`config.mk`:
```
export PLATFORM = sky130hd
export DESIGN_NAME = sbf_burst_sram
export DESIGN_NICKNAME = d
export VERILOG_FILES = /design/src/rtl/sbf_pkg.sv /design/src/rtl/sbf_capture.sv /design/src/rtl/sbf_seq.sv /design/src/rtl/sbf_lane.sv /design/src/rtl/sbf_burst_sram.sv
export SDC_FILE = /design/constraint.sdc
export NUM_CORES = 2
export LEC_CHECK = 0
export BUFFER_PORTS_ARGS = -buffer_cell sky130_fd_sc_hd__buf_2
export CAP_MARGIN = 20
export CORE_ASPECT_RATIO = 0.6
export CORE_MARGIN = 8
export CORE_UTILIZATION = 52
export DETAILED_ROUTE_END_ITERATION = 6
export GPL_ROUTABILITY_DRIVEN = 0
export PLACE_DENSITY = 0.7
export SYNTH_ARGS = -nofsm -noshare
export SYNTH_HDL_FRONTEND = slang
export SYNTH_SLANG_ARGS = --single-unit
```
`constraint.sdc`:
```
create_clock -name clk -period 3.4 [get_ports clk]
set_input_delay 0.17 -clock clk [delete_from_list [all_inputs] [get_ports clk]]
set_output_delay 0.17 -clock clk [all_outputs]
set_load 0.1 [all_outputs]
```
`src/rtl/sbf_pkg.sv`:
```
package sbf_pkg;
  // Operation chosen for a registered cycle; executed at the following edge.
  typedef enum logic [1:0] {
    CMD_NONE = 2'd0,
    CMD_RD   = 2'd1,
    CMD_WR   = 2'd2,
    CMD_DSEL = 2'd3
  } cmd_e;
endpackage

```
`src/rtl/sbf_capture.sv`:
```
// Input register stage: every synchronous pin is sampled on the rising edge.
module sbf_capture #(
  parameter int AW = 6,
  parameter int NB = 4
) (
  input  logic            clk,
  input  logic            rst,
  input  logic [AW-1:0]   addr_i,
  input  logic            en0_n,
  input  logic            en1,
  input  logic            en1_n,
  input  logic            pstb_n,
  input  logic            cstb_n,
  input  logic            burst_go_n,
  input  logic [NB-1:0]   lane_wr_n,
  input  logic            bytewr_en_n,
  input  logic            all_wr_n,
  input  logic [NB*8-1:0] d_i,
  input  logic [NB-1:0]   p_i,
  output logic [AW-1:0]   addr_q,
  output logic            en0_n_q,
  output logic            en1_q,
  output logic            en1_n_q,
  output logic            pstb_n_q,
  output logic            cstb_n_q,
  output logic            go_n_q,
  output logic [NB-1:0]   lane_wr_n_q,
  output logic            bytewr_en_n_q,
  output logic            all_wr_n_q,
  output logic [NB*8-1:0] d_q,
  output logic [NB-1:0]   p_q
);
  // Control flops reset to their inactive levels.
  always_ff @(posedge clk) begin
    if (rst) begin
      en0_n_q       <= 1'b1;
      en1_q         <= 1'b0;
      en1_n_q       <= 1'b1;
      pstb_n_q      <= 1'b1;
      cstb_n_q      <= 1'b1;
      go_n_q        <= 1'b1;
      lane_wr_n_q   <= '1;
      bytewr_en_n_q <= 1'b1;
      all_wr_n_q    <= 1'b1;
    end else begin
      en0_n_q       <= en0_n;
      en1_q         <= en1;
      en1_n_q       <= en1_n;
      pstb_n_q      <= pstb_n;
      cstb_n_q      <= cstb_n;
      go_n_q        <= burst_go_n;
      lane_wr_n_q   <= lane_wr_n;
      bytewr_en_n_q <= bytewr_en_n;
      all_wr_n_q    <= all_wr_n;
    end
  end

  // Address and data flops need no reset.
  always_ff @(posedge clk) begin
    addr_q <= addr_i;
    d_q    <= d_i;
    p_q    <= p_i;
  end
endmodule

```
`src/rtl/sbf_seq.sv`:
```
// Cycle decoder and address/activity state.
module sbf_seq
  import sbf_pkg::*;
#(
  parameter int AW = 6,
  parameter int NB = 4
) (
  input  logic          clk,
  input  logic          rst,
  input  logic [AW-1:0] addr_q,
  input  logic          en0_n_q,
  input  logic          en1_q,
  input  logic          en1_n_q,
  input  logic          pstb_n_q,
  input  logic          cstb_n_q,
  input  logic          go_n_q,
  input  logic [NB-1:0] lane_wr_n_q,
  input  logic          bytewr_en_n_q,
  input  logic          all_wr_n_q,
  output cmd_e          cmd,
  output logic [AW-1:0] cmd_addr,
  output logic [NB-1:0] wmask
);
  localparam int LOW_W = 2;

  logic          act_q;
  logic [AW-1:0] addr_r;
  logic          sel;
  logic [NB-1:0] req_mask;
  logic          wr_req;
  logic          nxt_act;
  logic [AW-1:0] burst_addr;

  assign sel      = ~en0_n_q & en1_q & ~en1_n_q;
  assign req_mask = ~all_wr_n_q ? {NB{1'b1}} : (~bytewr_en_n_q ? ~lane_wr_n_q : '0);
  assign wr_req   = |req_mask;
  assign burst_addr = {addr_r[AW-1:LOW_W], addr_r[LOW_W-1:0] + 2'd1};

  always_comb begin
    cmd      = CMD_NONE;
    cmd_addr = addr_r;
    nxt_act  = act_q;
    if (~pstb_n_q & ~en0_n_q) begin
      // processor strobe: highest priority, always a read
      if (sel) begin
        cmd      = CMD_RD;
        cmd_addr = addr_q;
        nxt_act  = 1'b1;
      end else begin
        cmd     = act_q ? CMD_DSEL : CMD_NONE;
        nxt_act = 1'b0;
      end
    end else if (~cstb_n_q) begin
      if (sel) begin
        cmd      = wr_req ? CMD_WR : CMD_RD;
        cmd_addr = addr_q;
        nxt_act  = 1'b1;
      end else begin
        cmd     = act_q ? CMD_DSEL : CMD_NONE;
        nxt_act = 1'b0;
      end
    end else if (act_q) begin
      if (~go_n_q) cmd_addr = burst_addr;
      cmd = wr_req ? CMD_WR : CMD_RD;
    end
  end

  assign wmask = (cmd == CMD_WR) ? req_mask : '0;

  always_ff @(posedge clk) begin
    if (rst) begin
      act_q  <= 1'b0;
      addr_r <= '0;
    end else begin
      act_q  <= nxt_act;
      addr_r <= cmd_addr;
    end
  end
endmodule

```
`src/rtl/sbf_lane.sv`:
```
// One byte lane (data plus parity) of the array, synchronous read port.
module sbf_lane #(
  parameter int AW = 6,
  parameter int LW = 9
) (
  input  logic          clk,
  input  logic          we,
  input  logic          re,
  input  logic [AW-1:0] addr,
  input  logic [LW-1:0] wd,
  output logic [LW-1:0] rd_q
);
  localparam int DEPTH = 1 << AW;

  logic [LW-1:0] mem [DEPTH];

  always_ff @(posedge clk) begin
    if (we) mem[addr] <= wd;
    if (re) rd_q <= mem[addr];
  end
endmodule

```
`src/rtl/sbf_burst_sram.sv`:
```
module sbf_burst_sram
  import sbf_pkg::*;
#(
  parameter int AW = 6,
  parameter int NB = 4
) (
  input  logic            clk,
  input  logic            rst,
  input  logic [AW-1:0]   addr_i,
  input  logic            en0_n,
  input  logic            en1,
  input  logic            en1_n,
  input  logic            pstb_n,
  input  logic            cstb_n,
  input  logic            burst_go_n,
  input  logic [NB-1:0]   lane_wr_n,
  input  logic            bytewr_en_n,
  input  logic            all_wr_n,
  input  logic            out_en_n,
  input  logic [NB*8-1:0] bus_d_i,
  input  logic [NB-1:0]   bus_p_i,
  output logic [NB*8-1:0] bus_d_o,
  output logic [NB-1:0]   bus_p_o,
  output logic            bus_oe
);
  localparam int BW = 8;
  localparam int LW = BW + 1;
  localparam int DW = NB * BW;

  logic [AW-1:0] c_addr;
  logic          c_en0_n, c_en1, c_en1_n, c_pstb_n, c_cstb_n, c_go_n;
  logic [NB-1:0] c_lane_wr_n;
  logic          c_bytewr_en_n, c_all_wr_n;
  logic [DW-1:0] c_d;
  logic [NB-1:0] c_p;

  cmd_e          cmd;
  logic [AW-1:0] cmd_addr;
  logic [NB-1:0] wmask;
  logic          drv_q;

  sbf_capture #(.AW(AW), .NB(NB)) u_cap (
    .clk(clk), .rst(rst), .addr_i(addr_i), .en0_n(en0_n), .en1(en1), .en1_n(en1_n),
    .pstb_n(pstb_n), .cstb_n(cstb_n), .burst_go_n(burst_go_n), .lane_wr_n(lane_wr_n),
    .bytewr_en_n(bytewr_en_n), .all_wr_n(all_wr_n), .d_i(bus_d_i), .p_i(bus_p_i),
    .addr_q(c_addr), .en0_n_q(c_en0_n), .en1_q(c_en1), .en1_n_q(c_en1_n),
    .pstb_n_q(c_pstb_n), .cstb_n_q(c_cstb_n), .go_n_q(c_go_n), .lane_wr_n_q(c_lane_wr_n),
    .bytewr_en_n_q(c_bytewr_en_n), .all_wr_n_q(c_all_wr_n), .d_q(c_d), .p_q(c_p)
  );

  sbf_seq #(.AW(AW), .NB(NB)) u_seq (
    .clk(clk), .rst(rst), .addr_q(c_addr), .en0_n_q(c_en0_n), .en1_q(c_en1),
    .en1_n_q(c_en1_n), .pstb_n_q(c_pstb_n), .cstb_n_q(c_cstb_n), .go_n_q(c_go_n),
    .lane_wr_n_q(c_lane_wr_n), .bytewr_en_n_q(c_bytewr_en_n), .all_wr_n_q(c_all_wr_n),
    .cmd(cmd), .cmd_addr(cmd_addr), .wmask(wmask)
  );

  for (genvar j = 0; j < NB; j++) begin : g_lane
    logic [LW-1:0] rd;
    sbf_lane #(.AW(AW), .LW(LW)) u_lane (
      .clk(clk), .we(wmask[j]), .re(cmd == CMD_RD), .addr(cmd_addr),
      .wd({c_p[j], c_d[j*BW +: BW]}), .rd_q(rd)
    );
    assign bus_d_o[j*BW +: BW] = rd[BW-1:0];
    assign bus_p_o[j]          = rd[BW];
  end

  // Drive state: set by reads, cleared by writes and idle cycles,
  // held for one extra cycle on the first deselect.
  always_ff @(posedge clk) begin
    if (rst) drv_q <= 1'b0;
    else begin
      unique case (cmd)
        CMD_RD:   drv_q <= 1'b1;
        CMD_WR:   drv_q <= 1'b0;
        CMD_DSEL: drv_q <= drv_q;
        default:  drv_q <= 1'b0;
      endcase
    end
  end

  assign bus_oe = drv_q & ~out_en_n;
endmodule

```
Word level (Yosys, flattened, before mapping)
Memory sizes are Yosys's and may differ from the RTL's. A register that Yosys moved wholly into a read port is not among the register bits. Cells that the tools add are included.

Add/sub/neg operators: 1. Equality and inequality tests: 4. Multiplexer cells: 27. Bitwise gates (word level): 9. Reductions and logical operators: 1.

Operators with widths (number): 2-bit 2-to-1 mux (9); 6-bit 2-to-1 mux (3); 4-bit 2-to-1 mux (3); 1-bit 2-to-1 mux (11); 1-bit AND (4); 2-bit equality test (second input constant) (2); 1-bit NOT (4); 4-bit NOT (1); 4-bit OR reduction (1); 2-bit by 1-bit adder with 2-bit output (second input constant) (1); 2-bit by 1-bit equality test with 1-bit output (second input constant) (1); 2-bit by 1-bit != test with 1-bit output (second input constant) (1); 1-bit one-hot mux with 2 select lines (1).

Bits in registers: 62. Bits in writable memories: 2304. Input port bits: 57. Output and inout bits: 37. Word-level logic and storage cells: 61. Memories: 4.

Memories: g_lane[0].u_lane.mem (words 64, width 9, read ports 1, clocked after Yosys merged registers in 1, wr ports 1, line sbf_lane.sv:15) `logic [LW-1:0] mem [DEPTH];`; g_lane[1].u_lane.mem (words 64, width 9, read ports 1, clocked after Yosys merged registers in 1, wr ports 1, line sbf_lane.sv:15); g_lane[2].u_lane.mem (words 64, width 9, read ports 1, clocked after Yosys merged registers in 1, wr ports 1, line sbf_lane.sv:15); g_lane[3].u_lane.mem (words 64, width 9, read ports 1, clocked after Yosys merged registers in 1, wr ports 1, line sbf_lane.sv:15).

Depth between registers and ports, before layout
Word-level depth: 12. Gate-level depth with buffers: 14. Mapped depth without buffers: 8.

By module
Synthesis repeated with hierarchy kept, for this count alone.

Cell total of the unflattened synthesis: 5452. Area total of the unflattened synthesis: 92792.7 um2.

By module, submodules not included: sbf_lane (times used 4, cells an instance 1328, area an instance 22766.8 um2, sequential area each 17566.8 um2); sbf_capture (times used 1, cells an instance 67, area an instance 1163.6 um2, sequential area each 1081.0 um2); sbf_seq (times used 1, cells an instance 68, area an instance 508.0 um2, sequential area each 140.1 um2); sbf_burst_sram (times used 1, cells an instance 5, area an instance 53.8 um2, sequential area each 20.0 um2).

Least setup slack after synthesis
Ideal clock, no wire load.

Path kind: register to register. Start: reg u_cap.en0_n_q. End: reg g_lane[0].u_lane.rd_q[0], read port of g_lane[0].u_lane.mem (enable). Setup time: 429 ps. Arrival time: 2977 ps. Required time: 2971 ps. Path slack: -6 ps. Stages on the path, launching flop included: 7. Buffers on the path: 2. Clock period less this slack: 3406 ps. Path through: dfxtp_1 -> or3b_1 -> buf_6 -> nor2_8 -> buf_1 -> a22oi_1 -> nor2_1.

Cells in the longest elaborated chain, start to end: 7. Elaborated cells between the ends (all ways): 12. Classes of those cells: 1 x eq/ne; 7 x mux; 4 x bitwise.

RTL lines: from (decl) (line sbf_capture.sv:21) `output logic en0_n_q,`; from (signal assigned) (line sbf_capture.sv:46) `en0_n_q <= en0_n;`; 1-bit NOT (*) (line sbf_seq.sv:34, sbf_seq.sv:43); 1-bit AND (2 in series) (line sbf_seq.sv:34) `assign sel = ~en0_n_q & en1_q & ~en1_n_q;`; 2-bit 2-to-1 mux (line sbf_seq.sv:54) `if (sel) begin`; 2-bit 2-to-1 mux (line sbf_seq.sv:53) `end else if (~cstb_n_q) begin`; 2-bit 2-to-1 mux (*) (line sbf_seq.sv:43) `if (~pstb_n_q & ~en0_n_q) begin`; 2-bit by 1-bit equality test with 1-bit output (*) (line sbf_burst_sram.sv:61) `.clk(clk), .we(wmask[j]), .re(cmd == CMD_RD), .addr(cmd_addr),`; via g_lane[0].u_lane.re (line sbf_lane.sv:8) `input logic re,`; to (decl) (line sbf_lane.sv:11) `output logic [LW-1:0] rd_q`.

Mark *: on every way through the listed nets, which the timed path passes. The rest lies on a longest branch. A chain may end at the register's enable or synchronous reset.

Worst setup path in the final report
Start: reg u_cap.en0_n_q. End: reg g_lane[2].u_lane.rd_q[8], read port of g_lane[2].u_lane.mem, data pin.

Cells in the longest elaborated chain, start to end: 7. Elaborated cells between the ends (all ways): 12. Classes of those cells: 1 x eq/ne; 7 x mux; 4 x bitwise.

RTL lines (line): 1-bit NOT (*) (sbf_seq.sv:34, sbf_seq.sv:43); 1-bit AND (2 in series) (sbf_seq.sv:34); 2-bit 2-to-1 mux (sbf_seq.sv:54); 2-bit 2-to-1 mux (sbf_seq.sv:53); 2-bit 2-to-1 mux (sbf_seq.sv:43); 2-bit by 1-bit equality test with 1-bit output (sbf_burst_sram.sv:61); to (decl) (sbf_lane.sv:11).

Every way passes the cells marked *; elsewhere a longest branch is shown, timed or not.

==> results.sh <==
export IMPL_outcome="complete, but fails checks"
export IMPL_violations="negative setup slack"
export IMPL_clock_latency_ns=0.89
export IMPL_synth_xor_area_frac=0
export IMPL_post_route_util=0.643
export IMPL_dr_max_layer_used="met5"
export IMPL_pre_cts_ws_ns=-0.504
export IMPL_fin_tns_setup_ns=-7.86
export IMPL_finalCritPeriodShare=1.06
export IMPL_skew_ns=0.0575
export IMPL_maxSlewViolCount=0
export IMPL_p_leak_nw=38.9
export IMPL_cts_buffer_depth=4
export IMPL_antenna_found_initial=23
export IMPL_ys_seq_area_frac=0.763
export IMPL_track_usage=0.309
export IMPL_synthCells=6384
export IMPL_fin_ws_ns=-0.189
export IMPL_crit_required_ns=4.02
export IMPL_critPathLaunchType="register"
export IMPL_ctsHtreeMaxLevel=4
export IMPL_critical_path_buf_inv_count=6
export IMPL_synth_seq_cells=2402
export IMPL_synth_area_leaders="edfxtp_1 (75%), nand2_1 (5.3%), mux2i_1 (4.5%)"
export IMPL_path_clk_slew_ns=0.07
export IMPL_async_reset_ff_frac=0
export IMPL_vias_per_cell=6.43
export IMPL_syn_mean_instance_area_sq_um=14.7
export IMPL_grt_max_degree=94
export IMPL_critical_path_top_delay_family="simple AND/OR/NAND/NOR gates"
export IMPL_core_area_sq_um=179000
export IMPL_yosysTopAreaCellShare=0.750
export IMPL_final_common_cell="edfxtp_1"
export IMPL_setup_viol=205
export IMPL_synth_fp_nets=6441
export IMPL_synthMuxAreaShare=0.0526
export IMPL_ant_nets=0
export IMPL_worstPathCellList="buf_6 > nor3b_4 > buf_6 > buf_4 > a21oi_1 > nor2_4 > buf_12 > buf_8 > nor2_1 > buf_4 > o2bb2ai_1 > nand3_1 > nand4b_1 > or4_4"
export IMPL_rsz0062_at_grt="true"
export IMPL_critPathMaxStageDelay_ns=0.64
export IMPL_cp_arrival_ns=4.20
export IMPL_path_class="reg2reg"
export IMPL_m1WireLength_um=119000
export IMPL_min_period_ns=3.59
export IMPL_fin_cells=9968
export IMPL_met2_length_um=122000
export IMPL_grt_pass1_wl_um=431000
export IMPL_drtIter0Drc=11400
export IMPL_ioPinCount=94
export IMPL_place_area_sq_um=105000
export IMPL_final_design_area_no_fill_sq_um=115000
export IMPL_grt_pass1_vias=59400
export IMPL_wire_per_inst_um=31.4
export IMPL_nNetsFinal=7460
export IMPL_irDropWorstVdd_mv=0.428
export IMPL_cts_root_buf="clkbuf_16"
export IMPL_wl_met3_um=60300
export IMPL_portBuffers=93
export IMPL_synthAdderAreaFrac=0
export IMPL_fp_dieH_um=345
export IMPL_clkSinkCount=2402
export IMPL_hold_class="in2reg"
export IMPL_layout_common_cells="edfxtp_1 (2340), nand2_1 (1321), buf_4 (725)"
export IMPL_cap_violations=0
export IMPL_remaining_drc_errors=0
export IMPL_synth_area_sq_um=93700
export IMPL_crit_slowest_cell="or4_4"
export IMPL_drive_above_1_share=0.219
export IMPL_multi_input_area_sq_um=21300
export IMPL_register_area_sq_um=71600
export IMPL_synth_top_family_by_area="simple AND/OR/NAND/NOR gates"
export IMPL_synth_compound_area_frac=0.0459
export IMPL_die_x_um=564
export IMPL_cp_end_kind="register"
export IMPL_tightestPinTransition_ns=1.19
export IMPL_synth_cell_types=81
export IMPL_crit_fanout=9
export IMPL_overflow=0
export IMPL_dpl_cell_count=9348
export IMPL_synth_edf_count=2340
export IMPL_wirelength_um=313000
export IMPL_synthFlopType="edfxtp_1"
export IMPL_die_area_sq_um=194000
export IMPL_slew_headroom=0.209
export IMPL_final_fill_count=12300
export IMPL_max_freq_mhz=279
export IMPL_yosysTopAreaCell="edfxtp_1"
export IMPL_core_rowCount=120
export IMPL_cts_tree="built"
export IMPL_first_pass_iters=6
export IMPL_power_density_nw_per_um2=499
export IMPL_syn2layout_area_growth_pct=22.7
export IMPL_hpwlAfterDp_um=209000
export IMPL_synthSimpleGateAreaFrac=0.117
export IMPL_hold_violations=0
export IMPL_numCtsBuffers=209
export IMPL_initial_core_util=0.524
export IMPL_yosys_warnings=0
export IMPL_dr_total_vias=64100
==> logic make-up (layout without fill, tap and decap cells) <==
family,after synthesis,in the layout
compound gates,618,619
buf+inv,398,1578
flops,2402,2402
mux,463,463
other cells,0,22
simple gates,2503,2505
==> metrics by stage <==
step                      total power [mW]  hold WS, ns
after floorplan                       33.6        0.198
after global placement                34.1        0.274
after detailed placement              34.1        0.274
after CTS                             57.3      0.00439
after global routing                  58.5       0.0294
final                                 57.4       0.0297
==> flip-flops by register name (all words and copies together), names as in the netlist <==
register             count
drv_q                    1
g_lane.u_lane.mem     2304
u_cap.cstb_n_q           1
u_cap.pstb_n_q           1
u_cap.all_wr_n_q         1
u_cap.en1_q              1
u_cap.go_n_q             1
u_cap.en0_n_q            1
u_seq.act_q              1
u_cap.addr_q             6
u_cap.p_q                4
u_cap.bytewr_en_n_q      1
g_lane.u_lane.rd_q      36
u_cap.d_q               32
u_cap.en1_n_q            1
u_cap.lane_wr_n_q        4
u_seq.addr_r             6
==> path summary, 6_finish.rpt <==
| kind | end | cells after the start | from | slack, ns |
|---|---|---|---|---|
| setup / recovery | g_lane[2].u_lane.rd_q[8] | 14 | u_cap.en0_n_q | -0.19 |
| hold / removal | u_cap.d_q[3] | 2 | bus_d_i[3] | 0.03 |
| hold reg to reg | drv_q | 2 | drv_q | 0.49 |
| setup reg to reg | g_lane[2].u_lane.rd_q[8] | 14 | u_cap.en0_n_q | -0.19 |
==> area by class of cell <==
cell class	instances	share of cell area
Tap cell	2379	0.0259
Timing Repair Buffer	1199	0.108
Antenna cell	22	0.000479
Clock inverter	103	0.00898
Clock buffer	272	0.0483
Multi-Input combinational cell	3587	0.185
Inverter	4	0.000131
Sequential cell	2402	0.623
==> cell usage after synthesis, types with 20 or more instances <==
library cell,count
a211oi_1,36
a21oi_1,95
a22oi_1,29
a311oi_1,75
a31oi_1,23
a32oi_1,26
and3_1,170
buf_1,26
buf_2,132
buf_4,36
clkbuf_1,178
dfxtp_1,62
edfxtp_1,2340
mux2_2,20
mux2i_1,420
mux4_2,20
nand2_1,1333
nand3_1,557
nand4_1,40
nor2_1,287
nor4_1,51
o21ai_0,54
o22ai_1,174
o2bb2ai_1,22
==> metal layers <==
metal  up-vias  GRT usage
met2      5731      0.402
met5         -          0
met4        12      0.101
li1      26200          -
met3       762      0.144
met1     31400      0.455
==> repair_timing <==
item                                   4_1_cts  5_1_grt
setup endpoints to repair                  221      361
endpoints found under the hold margin       62        0
pin swaps                                   16       41
gates cloned                                 8       11
gates resized for setup                     83      183
hold buffers                               104        0
setup buffers                               23       70
==> power by group <==
group	internal (mW)	switching, mW	leakage [nW]	total (mW)
combinational	0.350	0.633	14.2	0.983
clock	13.0	10.7	3.19	23.7
sequential	32.5	0.215	21.5	32.7
Power figures use the tool's default switching activity.
